## src/rtl/flash_rd_pkg.sv

```systemverilog
package flash_rd_pkg;

  typedef enum logic [2:0] {
    MD_READ    = 3'd0,
    MD_UNLOCK2 = 3'd1,
    MD_AUTOSEL = 3'd2,
    MD_PROG    = 3'd3,
    MD_CHIPERS = 3'd4,
    MD_SECTERS = 3'd5,
    MD_QUERY   = 3'd6,
    MD_BAD     = 3'd7
  } rd_mode_e;

  localparam logic [7:0] QRY_LEN = 8'h52;
  localparam logic [7:0] TOGGLE_MASK = 8'h40;

  function automatic logic is_busy_mode(input logic [2:0] m);
    return (m == MD_PROG) || (m == MD_CHIPERS) || (m == MD_SECTERS);
  endfunction

endpackage

```

## src/rtl/rdm_array_lane.sv

```systemverilog
module rdm_array_lane #(
  parameter int LANES = 4
) (
  input  logic [8*LANES-1:0] arr,
  input  logic [1:0]         size,
  output logic [8*LANES-1:0] word
);
  logic [2:0] nbytes;

  always_comb begin
    case (size)
      2'd0:    nbytes = 3'd1;
      2'd1:    nbytes = 3'd2;
      default: nbytes = 3'd4;
    endcase
  end

  for (genvar g = 0; g < LANES; g++) begin : g_lane
    assign word[8*g +: 8] = (3'(g) < nbytes) ? arr[8*g +: 8] : 8'h00;
  end
endmodule

```

## src/rtl/rdm_id_lookup.sv

```systemverilog
module rdm_id_lookup (
  input  logic [7:0]  ofs,
  input  logic [15:0] manuf,
  input  logic [15:0] device,
  input  logic [15:0] ext0,
  input  logic [15:0] ext1,
  output logic        hit,
  output logic [15:0] val
);
  always_comb begin
    hit = 1'b1;
    val = 16'h0000;
    case (ofs)
      8'h00: val = manuf;
      8'h01: val = device;
      8'h02: val = 16'h0000;
      8'h0E: begin
        val = ext0;
        hit = (ext0 != 16'hFFFF);
      end
      8'h0F: begin
        val = ext1;
        hit = (ext1 != 16'hFFFF);
      end
      default: hit = 1'b0;
    endcase
  end
endmodule

```

## src/rtl/rdm_query_table.sv

```systemverilog
module rdm_query_table #(
  parameter int SECTOR_BYTES = 65536,
  parameter int SECTOR_COUNT = 16
) (
  input  logic [7:0] ofs,
  output logic [7:0] entry
);
  import flash_rd_pkg::*;

  localparam int TOTAL_BYTES = SECTOR_BYTES * SECTOR_COUNT;
  localparam int SIZE_LOG2   = $clog2(TOTAL_BYTES);
  localparam logic [31:0] CNT_M1 = 32'(SECTOR_COUNT - 1);
  localparam logic [31:0] SZ_256 = 32'(SECTOR_BYTES / 256);

  always_comb begin
    entry = 8'h00;
    if (ofs < QRY_LEN) begin
      case (ofs)
        8'h10: entry = 8'h51;
        8'h11: entry = 8'h52;
        8'h12: entry = 8'h59;
        8'h13: entry = 8'h02;
        8'h1B: entry = 8'h27;
        8'h1C: entry = 8'h36;
        8'h1F: entry = 8'h07;
        8'h20: entry = 8'h04;
        8'h21: entry = 8'h09;
        8'h22: entry = 8'h0C;
        8'h23: entry = 8'h01;
        8'h24: entry = 8'h04;
        8'h25: entry = 8'h0A;
        8'h26: entry = 8'h0D;
        8'h27: entry = 8'(SIZE_LOG2);
        8'h28: entry = 8'h02;
        8'h2C: entry = 8'h01;
        8'h2D: entry = CNT_M1[7:0];
        8'h2E: entry = CNT_M1[15:8];
        8'h2F: entry = SZ_256[7:0];
        8'h30: entry = SZ_256[15:8];
        default: entry = 8'h00;
      endcase
    end
  end
endmodule

```

## src/rtl/rdm_status_reg.sv

```systemverilog
module rdm_status_reg (
  input  logic       clk,
  input  logic       rst,
  input  logic       load,
  input  logic [7:0] load_val,
  input  logic       toggle,
  output logic [7:0] status_q
);
  import flash_rd_pkg::*;

  always_ff @(posedge clk) begin
    if (rst)         status_q <= 8'h00;
    else if (load)   status_q <= load_val;
    else if (toggle) status_q <= status_q ^ TOGGLE_MASK;
  end
endmodule

```

## src/rtl/flash_rd_mux.sv

```systemverilog
module flash_rd_mux #(
  parameter int DEV_BYTES    = 2,
  parameter int SECTOR_BYTES = 65536,
  parameter int SECTOR_COUNT = 16
) (
  input  logic        clk,
  input  logic        rst,
  input  logic        rd_en,
  input  logic [7:0]  rd_addr_lo,
  input  logic [1:0]  rd_size,
  input  logic [2:0]  mode,
  input  logic [31:0] arr_data,
  input  logic [15:0] id_manuf,
  input  logic [15:0] id_device,
  input  logic [15:0] id_ext0,
  input  logic [15:0] id_ext1,
  input  logic        status_load,
  input  logic [7:0]  status_in,
  output logic [31:0] rd_data,
  output logic        rd_valid,
  output logic        mode_err
);
  import flash_rd_pkg::*;

  localparam int OFS_SHIFT = (DEV_BYTES >= 4) ? 2 : (DEV_BYTES == 2) ? 1 : 0;

  logic [7:0]  ofs;
  logic [31:0] arr_word;
  logic        id_hit;
  logic [15:0] id_val;
  logic [7:0]  qry_byte;
  logic [7:0]  stat_q;
  logic        stat_rd;
  logic [31:0] sel_data;

  assign ofs     = rd_addr_lo >> OFS_SHIFT;
  assign stat_rd = rd_en && is_busy_mode(mode);

  rdm_array_lane #(.LANES(4)) u_lane (
    .arr(arr_data), .size(rd_size), .word(arr_word)
  );

  rdm_id_lookup u_id (
    .ofs(ofs), .manuf(id_manuf), .device(id_device),
    .ext0(id_ext0), .ext1(id_ext1), .hit(id_hit), .val(id_val)
  );

  rdm_query_table #(.SECTOR_BYTES(SECTOR_BYTES), .SECTOR_COUNT(SECTOR_COUNT)) u_qry (
    .ofs(ofs), .entry(qry_byte)
  );

  rdm_status_reg u_stat (
    .clk(clk), .rst(rst), .load(status_load), .load_val(status_in),
    .toggle(stat_rd), .status_q(stat_q)
  );

  always_comb begin
    case (mode)
      MD_AUTOSEL: sel_data = id_hit ? {16'h0000, id_val} : arr_word;
      MD_PROG, MD_CHIPERS, MD_SECTERS: sel_data = {24'h0, stat_q};
      MD_QUERY: sel_data = {24'h0, qry_byte};
      default: sel_data = arr_word;
    endcase
  end

  always_ff @(posedge clk) begin
    if (rst) begin
      rd_data  <= 32'h0;
      rd_valid <= 1'b0;
      mode_err <= 1'b0;
    end else begin
      rd_valid <= rd_en;
      mode_err <= rd_en && (mode == MD_BAD);
      if (rd_en) rd_data <= sel_data;
    end
  end
endmodule

```

## config.mk

```make
export PLATFORM = sky130hd
export DESIGN_NAME = flash_rd_mux
export DESIGN_NICKNAME = d
export VERILOG_FILES = /design/src/rtl/flash_rd_pkg.sv /design/src/rtl/rdm_array_lane.sv /design/src/rtl/rdm_id_lookup.sv /design/src/rtl/rdm_query_table.sv /design/src/rtl/rdm_status_reg.sv /design/src/rtl/flash_rd_mux.sv
export SDC_FILE = /design/constraint.sdc
export NUM_CORES = 1
export LEC_CHECK = 0
export ABC_AREA = 1
export BUFFER_PORTS_ARGS = -buffer_cell sky130_fd_sc_hd__buf_4
export CAP_MARGIN = 20
export CORE_UTILIZATION = 49
export CTS_CLUSTER_DIAMETER = 80
export CTS_CLUSTER_SIZE = 24
export DETAILED_ROUTE_END_ITERATION = 8
export HOLD_SLACK_MARGIN = 0.1
export PLACE_DENSITY = 0.78
export SETUP_SLACK_MARGIN = 0.3
export SYNTH_ARGS = -nofsm -noshare
export SYNTH_HDL_FRONTEND = slang
export SYNTH_HIERARCHICAL = 1
export SYNTH_SLANG_ARGS = --single-unit
```

## constraint.sdc

```tcl
create_clock -name clk -period 3.69 [get_ports clk]
set_clock_uncertainty 0.2 [all_clocks]
set_input_delay 0.9225 -clock clk [delete_from_list [all_inputs] [get_ports clk]]
set_output_delay 0.9225 -clock clk [all_outputs]
set_load 0.05 [all_outputs]
```

# Word-level counts from Yosys, hierarchy flattened
# Memory sizes are Yosys's and may differ from the RTL's.
# Index checks and enable logic that the tools add are counted.
# classes
addsub	0
n_mul	0
div_mod_pow	0
n_lt_le_gt_ge	5
n_eq_ne	13
shift	0
muxes	13
bitwise	1
reduce_logical	10
# ops
operator	count
case mux 32 bit (3 select lines)	1
case mux 16 bit (4 select lines)	1
2-to-1 mux 8 bit	7
2-to-1 mux 32 bit	1
!= test 16 bit, second input constant	2
equality test 7 x 4 -> 1 bit, second input constant	2
equality test 3 bit, second input constant	4
zero test 8 bit	1
equality test 7 x 1 -> 1 bit, second input constant	1
equality test 7 x 2 -> 1 bit, second input constant	1
less-than comparator 7 bit, second input constant	1
2-to-1 mux 7 bit	1
equality test 3 x 2 -> 1 bit, second input constant	2
less-than comparator 1 x 3 -> 1 bit, first input constant	2
less-than comparator 2 x 3 -> 1 bit, first input constant	2
case mux 3 bit (2 select lines)	1
OR reduction 3 bit	2
zero test 2 bit	2
case mux 1 bit (3 select lines)	1
equality test 2 x 1 -> 1 bit, second input constant	1
logical AND 1 bit	2
logical OR 1 bit	2
nonzero test 2 bit	1
NOT 1 bit	1
# totals
ff_bits	42
latchBits	0
mem_bits_rw	0
romBits	448
out_inout_bits	34
elab_cells	48
mem_count	1
# memory_table
memory	words	word_bits	read_ports	rd_ports_with_merged_regs	write_ports	line_no	text
(name not given)	64	7	1	0	0	rdm_query_table.sv:18	case (ofs)

# Logic depth before layout (Yosys ltp)
# Gate-level depths: netlist (run 1).
# depth
word_depth	6
ltp_mapped	21
ltp_nobuf	18

# Cells and area by module
# The synthesis (run 1) kept the hierarchy.
# by_module_without_submodules
module	instances	cells_per_inst	area_per_inst_um2	seq_area_each_um2
flash_rd_mux	1	340	2052.0	680.7
rdm_id_lookup	1	159	774.5	0.0
rdm_query_table	1	60	330.3	0.0
rdm_status_reg	1	38	291.5	160.2
rdm_array_lane	1	63	255.2	0.0

# Worst setup path before layout (run 1)
# No wires, ideal clock.
# synth_path
path_kind	input-to-reg
startpoint	input rd_addr_lo[7]
endpoint	register rd_data[16]
setup_time_ps	56
arrival_ps	2711
slack_ps	723
cell_stages	18
path_buffers	3
path_cell_list	inv_1 > nand2_1 > nor2_4 > nand2_4 > buf_6 > o21ai_2 > nand2_1 > nor2_1 > nand2_1 > o21ai_1 > nand2_1 > buf_2 > inv_1 > clkbuf_1 > nand3_1 > nand3_1 > nand2_1 > inv_1
# synth_between
elab_chain_len	5
elab_cells_between_ends	9
# synth_rtl
element	line_no	text
start, declared	flash_rd_mux.sv:9	input logic [7:0] rd_addr_lo,
equality test 7 x 2 -> 1 bit (tied with other cells)	rdm_id_lookup.sv:13	case (ofs)
OR reduction 3 bit (no line)	--	
case mux 1 bit (3 select lines) (*)	rdm_id_lookup.sv:13	
net id_hit	flash_rd_mux.sv:29	logic id_hit;
2-to-1 mux 32 bit (*)	flash_rd_mux.sv:59	MD_AUTOSEL: sel_data = id_hit ? {16'h0000, id_val} : arr_word;
case mux 32 bit (3 select lines) (*)	flash_rd_mux.sv:58	case (mode)
end signal, assigned	flash_rd_mux.sv:74	if (rd_en) rd_data <= sel_data;
end, declared	flash_rd_mux.sv:19	output logic [31:0] rd_data,
# The timed path passes the listed nets; every way through them passes the cells marked *.
# A chain may end at the register's enable or synchronous reset.

# Final worst setup path (run 1)
# layout_path
startpoint	input rd_addr_lo[7]
endpoint	register rd_data[6]
# Same word-level chain as after synthesis.

==> metrics.cfg, run 1 <==
[critical_path]
cp_data_required_time_ns = 3.72
worst-setup-path-type = primary input to flip-flop
critPathCaptureType = flip-flop
critPathSlowestCell = sky130_fd_sc_hd__buf_12
crit_chain = buf_4, inv_1, nand2_1, nor2_4, buf_12, buf_4, nand3_1, nand2_1, nand2_1, nor2_1, nand2_1, o21ai_1, nand2_2, inv_1, buf_12, nand2_1, nand2_1, nand2_1, nand3_1, nor2_1, nor2_1
reg2regPathDepth = 4
critPathMostFrequentCell = sky130_fd_sc_hd__nand2_1
cpPeakStageDelay_ns = 0.19
worst_ep_arrival_time_ns = 3.13
critPathMaxFanout = 32
timing.rr.start = u_stat/status_q[4]$_SDFFE_PP0P_
r2r-end = rd_data[4]$_SDFFE_PP0P_
regToRegSetupSlack_ns = 2.79
worst_setup_path_start_kind = primary input

[final_layout]
stdcell_count = 889
layout_cell_share_with_drive_strength_beyond_1_pct = 25.3
final_stage_net_count = 918
layout_commonest_cell = sky130_fd_sc_hd__nand2_1
area.growth.synth_to_final_pct = 34.1
layout_common_cells = sky130_fd_sc_hd__nand2_1, sky130_fd_sc_hd__buf_4, sky130_fd_sc_hd__nor2_1, sky130_fd_sc_hd__nand3_1, sky130_fd_sc_hd__inv_1
non_filler_cell_area_final_mm2 = 0.00497
nFillCells = 686
antenna_cells = 0

[placement]
placedCellCount = 877
detailedPlacementHpwl_um = 8640
global_placer_s_final_weighted_congestion = 0.954
number_of_i_o_port_buffers = 153
pre_cts_slack_ns = 0.148
detailed_place.area_mm2 = 0.00481

[timing]
final-setup-viol-count = 0
timing_worst_slew_pin_value_ns = 0.716
max_freq_mhz = 323
fin_crit_ns = 3.10
timing_hold_violations_final = 0
holdWs_ns = 0.312
maxSlewHeadroom_pct = 52.1
totalNegativeSetupSlack_ns = 0
finalWorstSetupSlack_ns = 0.593
setup_repair_after_global_routing_missed_its_margin = no
final-max-slew-violation-count = 0
min_period_over_period_pct = 83.9

[clock_tree]
cts_inserted_buffers = 5
cts.sinks = 42
worst_skew_pair.late_latency_ns = 0.29
h-tree-depth = 2
cts_tree = yes
clockRootBuffer = sky130_fd_sc_hd__clkbuf_8
ctsHoldBuffers = 0
clockBufferDepth = 2
clkSlewWorstSetupHoldPaths_ns = 0.08

[hold_path]
min_from = u_stat/status_q[4]$_SDFFE_PP0P_
holdCritPathClass = flip-flop to flip-flop
timing.hold.worst_path_depth = 2
hold_end = u_stat/status_q[4]$_SDFFE_PP0P_

[synth]
syn_avg_cell_area_um2 = 5.61
syn-cell-area_mm2 = 0.00370
ys_async_sr_fraction_pct = 0
synth_flop_cell = sky130_fd_sc_hd__dfxtp_1
synth_warnings = 6
synth_enable_flop_cells = 0
synth.lib_cells_used.distinct = 33
synth-seq-cells = 42
ys_seq_area_share_pct = 22.7
postSynthCellCount = 660

[detailed_routing]
vias_per_cell = 5.24
drt-total-wl_um = 11800
first_drt_pass_iteration_count = 5
initialDrtViolationCount = 305
count_of_vias_placed_by_the_detailed_router = 4661
remaining_drc_errors = 0
routedWlPerCell_um = 13.3
drtAntennaViolNets = 0

[pwr]
p_comb_share_pct = 37.4
p_sw_share_pct = 36.1
ir_worst_vdd_mv = 0.197
power.static_leakage_uw = 0.00269
net-switching-power_uw = 453
pwr_density_cell_mw_per_mm2 = 253
internal_power_uw = 802
power.share.clock_pct = 22.7
seq_power_share_pct = 39.9

[global_routing]
grt_max_degree = 57
number_of_antenna_violations_at_the_first_check_in_global_routing = 0
first_global_vias = 4110
grt.total_usage_pct = 29.0
grt_pass1_wl_um = 18200
globalRouteOverflowTotal = 0

[floorplanning]
die_width_um = 88.9
core_mm2 = 0.00729
die_footprint_mm2 = 0.00791
ios = 155
start_util_pct = 50.8
die_y_um = 88.9
num_rows = 31

[job]
drv.max_cap_violation_count = 0

[run_status]
outcome = finished clean

## layer usage
metal  part of all wire (%)  vias to the layer above  global-route usage, %  wire [um]
li1                       -                     2361                      -          -
met1                     43                     2090                   36.9       5030
met2                     49                      188                   51.5       5750
met3                    6.8                       22                   4.34        807
met4                    1.7                        0                   7.22        199
met5                      0                        -                      0          0
## state kept, by name (all words and copies together) (netlist names)
signal	count
u_stat/status_q	8
rd_valid	1
mode_err	1
rd_data	32
## final cells by class
type,count,area [um^2],share of cell area [%]
Multi-Input combinational cell,504,2380,48.0
Clock buffer,7,76.3,1.54
Tap cell,99,124,2.49
Sequential cell,42,841,16.9
Timing Repair Buffer,163,1260,25.5
Inverter,74,278,5.59
## synthesized netlist by cell type, types with 2 or more instances
library cell	instances	share of area [%]
sky130_fd_sc_hd__inv_2	5	0.51
sky130_fd_sc_hd__conb_1	2	0.20
sky130_fd_sc_hd__nand3_2	3	0.81
sky130_fd_sc_hd__a21oi_1	17	2.3
sky130_fd_sc_hd__clkbuf_1	13	1.3
sky130_fd_sc_hd__a21oi_2	2	0.47
sky130_fd_sc_hd__nand3b_1	2	0.41
sky130_fd_sc_hd__o21ai_1	3	0.41
sky130_fd_sc_hd__buf_6	4	1.2
sky130_fd_sc_hd__nand2_4	3	0.91
sky130_fd_sc_hd__o211ai_1	2	0.41
sky130_fd_sc_hd__nor2_2	3	0.51
sky130_fd_sc_hd__nand2_1	205	21
sky130_fd_sc_hd__inv_1	68	6.9
sky130_fd_sc_hd__nand4_1	39	6.6
sky130_fd_sc_hd__ha_1	7	2.4
sky130_fd_sc_hd__o2111ai_1	3	0.71
sky130_fd_sc_hd__buf_2	20	2.7
sky130_fd_sc_hd__nor3_1	2	0.27
sky130_fd_sc_hd__buf_4	2	0.41
sky130_fd_sc_hd__nand2_2	5	0.84
sky130_fd_sc_hd__nor2_1	95	9.6
sky130_fd_sc_hd__nand3_1	73	9.9
sky130_fd_sc_hd__buf_1	2	0.20
sky130_fd_sc_hd__dfxtp_1	42	23
sky130_fd_sc_hd__nor2_4	4	1.2
sky130_fd_sc_hd__o21ai_0	25	3.4
sky130_fd_sc_hd__o21ai_2	4	0.95
## through the flow
stage          utilization, %  power (uW)
3_3_place_gp             66.0         961
3_5_place_dp             66.0         970
6_report                 68.1        1250
2_1_floorplan               -         786
5_1_grt                  68.1        1320
4_1_cts                  67.1        1250
## critical path: cells and delay by family
family / cells / cell delay [ns]
AO/OA/AOI/OAI: 1 / 0.16
buffers and inverters: 6 / 0.71
AND/OR/NAND/NOR: 14 / 1.31
## power groups by stage
| stage | sequential (uW) | clock [uW] | combinational, uW |
|---|---|---|---|
| final | 500 | 285 | 469 |
| after global routing | 504 | 302 | 514 |
| after CTS | 500 | 284 | 461 |
| after detailed placement | 511 | 0 | 459 |
| after global placement | 510 | 0 | 450 |
| after floorplan | 594 | 0 | 192 |
## kinds of logic after synthesis
logic type | share of synthesized area (%)
compound gates | 8.78
fa+ha+maj | 2.36
buf+inv | 13.3
flops | 22.7
other cells | 0.203
simple gates | 52.6
## worst max path at each step
stage	from	end	slack, ns	depth (start not counted)
detailed placement	rd_addr_lo[3]	rd_data[5]$_SDFFE_PP0P_	0.15	18
global route	rd_addr_lo[7]	rd_data[6]$_SDFFE_PP0P_	0.38	21
global placement	rd_addr_lo[3]	rd_data[5]$_SDFFE_PP0P_	0.20	18
CTS	rd_addr_lo[3]	rd_data[6]$_SDFFE_PP0P_	0.42	18
finish	rd_addr_lo[7]	rd_data[6]$_SDFFE_PP0P_	0.59	21
floorplan	rd_addr_lo[7]	rd_data[16]$_SDFFE_PP0P_	0.72	18
## timing repair
item / CTS / global route
setup buffers: 0 / 5
setup endpoints to repair: 0 / 15
resized for setup: 0 / 3
(Power assumes the default switching activity.)
==> run 2: changes to the inputs <==
==> constraint.sdc (replaced) <==
create_clock -name clk -period 2.9 [get_ports clk]
set_clock_uncertainty 0.2 [all_clocks]
set_input_delay 0.725 -clock clk [delete_from_list [all_inputs] [get_ports clk]]
set_output_delay 0.725 -clock clk [all_outputs]
set_load 0.05 [all_outputs]
==> run 2 against run 1 <==
Net effect: combinational power up 37%; worst setup slack worse by 0.39 ns; core utilization up 7.7 points; final area up 11%; worst hold slack better by 0.00059 ns; via count up 6.3%; global-route usage up 0.83 points; largest cell class unchanged; flip-flop and latch count unchanged; final cell count up 4.0%; first-iteration DRC count up 33%; critical endpoint is now rd_data[4]$_SDFFE_PP0P_; die area unchanged.
==> metrics.cfg, run 2 (synthesized netlist as in run 1, its figures left out) <==
[final_layout]
layout_cell_share_with_drive_strength_beyond_1_pct = 32.1  ; was 25.3%
registers.top_by_ff_count = rd_data  ; unchanged
max_ffs_per_register = 32  ; unchanged
final_stage_net_count = 953  ; was 918
layout_common_cells = sky130_fd_sc_hd__nand2_1, sky130_fd_sc_hd__buf_4, sky130_fd_sc_hd__nor2_1, sky130_fd_sc_hd__inv_1, sky130_fd_sc_hd__nand3_1  ; was sky130_fd_sc_hd__nand2_1, sky130_fd_sc_hd__buf_4, sky130_fd_sc_hd__nor2_1, sky130_fd_sc_hd__nand3_1, sky130_fd_sc_hd__inv_1
stdcell_count = 925  ; was 889
non_filler_cell_area_final_mm2 = 0.00553  ; was 0.00497 mm^2
area.growth.synth_to_final_pct = 49.3  ; was 34.1%
layout.area.seq_um2 = 841  ; unchanged
nFillCells = 631  ; was 686
layout_commonest_cell = sky130_fd_sc_hd__nand2_1  ; unchanged
antenna_cells = 0  ; unchanged
multi_input_gate_area_in_the_final_layout_mm2 = 0.00253  ; was 0.00238 mm^2
reg.largest.list = rd_data: 32 flops, u_stat/status_q: 8 flops  ; unchanged

[job]
drv.max_cap_violation_count = 0  ; unchanged

[detailed_routing]
remaining_drc_errors = 0  ; unchanged
routedWlPerCell_um = 13.6  ; was 13.3 um
vias_per_cell = 5.36  ; was 5.24
drt-total-wl_um = 12600  ; was 11800 um
count_of_vias_placed_by_the_detailed_router = 4955  ; was 4661
initialDrtViolationCount = 405  ; was 305
drtAntennaViolNets = 0  ; unchanged
first_drt_pass_iteration_count = 5  ; unchanged

[run_status]
outcome = finished clean  ; unchanged

[hold_path]
min_from = u_stat/status_q[4]$_SDFFE_PP0P_  ; unchanged
timing.hold.worst_path_depth = 2  ; unchanged
holdCritPathClass = flip-flop to flip-flop  ; unchanged

[clock_tree]
cts.sinks = 42  ; unchanged
ctsHoldBuffers = 0  ; unchanged
cts_tree = yes  ; unchanged
cts_inserted_buffers = 5  ; unchanged
clkSlewWorstSetupHoldPaths_ns = 0.08  ; about the same
clockRootBuffer = sky130_fd_sc_hd__clkbuf_8  ; unchanged
worst_skew_pair.late_latency_ns = 0.29  ; about the same
h-tree-depth = 2  ; unchanged
clockBufferDepth = 2  ; unchanged

[floorplanning]
ios = 155  ; unchanged
core_mm2 = 0.00729  ; unchanged
num_rows = 31  ; unchanged
die_y_um = 88.9  ; unchanged
die_width_um = 88.9  ; unchanged
die_footprint_mm2 = 0.00791  ; unchanged
start_util_pct = 50.8  ; unchanged

[global_routing]
first_global_vias = 4144  ; was 4110
grt_pass1_wl_um = 18700  ; was 18200 um
grt.total_usage_pct = 29.8  ; was 29.0%
grt_max_degree = 57  ; unchanged
globalRouteOverflowTotal = 0  ; unchanged
number_of_antenna_violations_at_the_first_check_in_global_routing = 0  ; unchanged

[timing]
fin_crit_ns = 2.70
min_period_over_period_pct = 93.1
maxSlewHeadroom_pct = 60.7  ; was 52.1%
final-max-slew-violation-count = 0  ; unchanged
final-setup-viol-count = 0  ; unchanged
setup_repair_after_global_routing_missed_its_margin = yes  ; was no
max_freq_mhz = 370
timing_hold_violations_final = 0  ; unchanged
timing_worst_slew_pin_value_ns = 0.589  ; was 0.716 ns

[critical_path]
timing.rr.start = u_stat/status_q[0]$_SDFFE_PP0P_  ; was u_stat/status_q[4]$_SDFFE_PP0P_
reg2regPathDepth = 4  ; unchanged
critPathMaxFanout = 7  ; was 32
critPathCaptureType = flip-flop  ; unchanged
cpPeakStageDelay_ns = 0.17  ; was 0.19 ns
cp_data_required_time_ns = 2.89  ; was 3.72 ns
worst-setup-path-type = primary input to flip-flop  ; unchanged
critPathMostFrequentCell = sky130_fd_sc_hd__nand2_1  ; unchanged
critPathSlowestCell = sky130_fd_sc_hd__o21ai_2  ; was sky130_fd_sc_hd__buf_12
worst_setup_path_start_kind = primary input  ; unchanged
startpoint = rd_addr_lo[3]  ; was rd_addr_lo[7]
crit_chain = buf_4, nand2_1, nor2_4, buf_12, nand2_8, buf_6, nand2_1, nand2_2, nand2_1, nor2_2, nand2_1, o21ai_2, nand2_4, buf_6, nand2_1, nand2_1, nand2_1, nand3_1, nor2_1, nor2_1  ; was buf_4, inv_1, nand2_1, nor2_4, buf_12, buf_4, nand3_1, nand2_1, nand2_1, nor2_1, nand2_1, o21ai_1, nand2_2, inv_1, buf_12, nand2_1, nand2_1, nand2_1, nand3_1, nor2_1, nor2_1
worst_ep_arrival_time_ns = 2.69  ; was 3.13 ns

[placement]
detailedPlacementHpwl_um = 9010  ; was 8640 um
detailed_place.area_mm2 = 0.00511  ; was 0.00481 mm^2
number_of_i_o_port_buffers = 153  ; unchanged
placedCellCount = 904  ; was 877
global_placer_s_final_weighted_congestion = 0.956  ; was 0.954

[pwr]
ir_worst_vdd_mv = 0.333  ; was 0.197 mV
pwr_density_cell_mw_per_mm2 = 303  ; was 253 mW/mm^2
power.static_leakage_uw = 0.00294  ; was 0.00269 uW

run 2: metal layers:
metal	GRT usage (%)	wire, um
met1	39.8	5150
met2	50.4	6210
met3	4.89	985
met4	7.22	210
met5	0	0
run 2: power by group:
part | switching (uW) | leakage, uW | internal (uW)
Combinational | 378 | 0.00254 | 265
Clock | 203 | 0.0000482 | 192
Sequential | 21.6 | 0.000348 | 616
Total | 602 | 0.00294 | 1070
run 2: timing repair:
action                                  4_1_cts  5_1_grt
endpoints found under the setup margin       21       32
pin swaps                                     8       26
cloned                                        1        3
buffers inserted                              6        3
resized for setup                             8       33
run 2: worst paths after layout:
kind                                           to  slack (ns)
setup / recovery          rd_data[4]$_SDFFE_PP0P_        0.20
hold / removal    u_stat/status_q[4]$_SDFFE_PP0P_        0.31
setup reg to reg          rd_data[0]$_SDFFE_PP0P_        1.99
hold reg to reg   u_stat/status_q[4]$_SDFFE_PP0P_        0.31
run 2: area by class of cell:
class | count | share of cell area (%)
clock buffers | 7 | 1.56
well taps | 99 | 2.24
clock inverters | 1 | 0.0905
flip-flops and latches | 42 | 15.2
multi-input cells | 505 | 45.8
repair buffers | 197 | 29.7
inverters | 74 | 5.45
run 2: critical path: cells and delay by family:
kind,cells,cell delay [ns]
and+or+nand+nor,15,1.25
buffers and inverters,4,0.52
AOI/OAI and AO/OA,1,0.17
run 2: per-stage QoR:
stage | setup slack [ns] | TNS (ns) | power (uW) | hold slack [ns] | util, %
3_3_place_gp | -0.0396 | -0.184 | 1250 | 0.284 | 70.1
3_5_place_dp | -0.0711 | -0.758 | 1260 | 0.287 | 70.1
6_report | 0.199 | 0 | 1680 | 0.313 | 75.8
5_1_grt | 0.0989 | 0 | 1760 | 0.327 | 75.8
2_1_floorplan | 0.275 | 0 | 1010 | 0.263 | -
4_1_cts | 0.303 | 0 | 1650 | 0.307 | 72.9
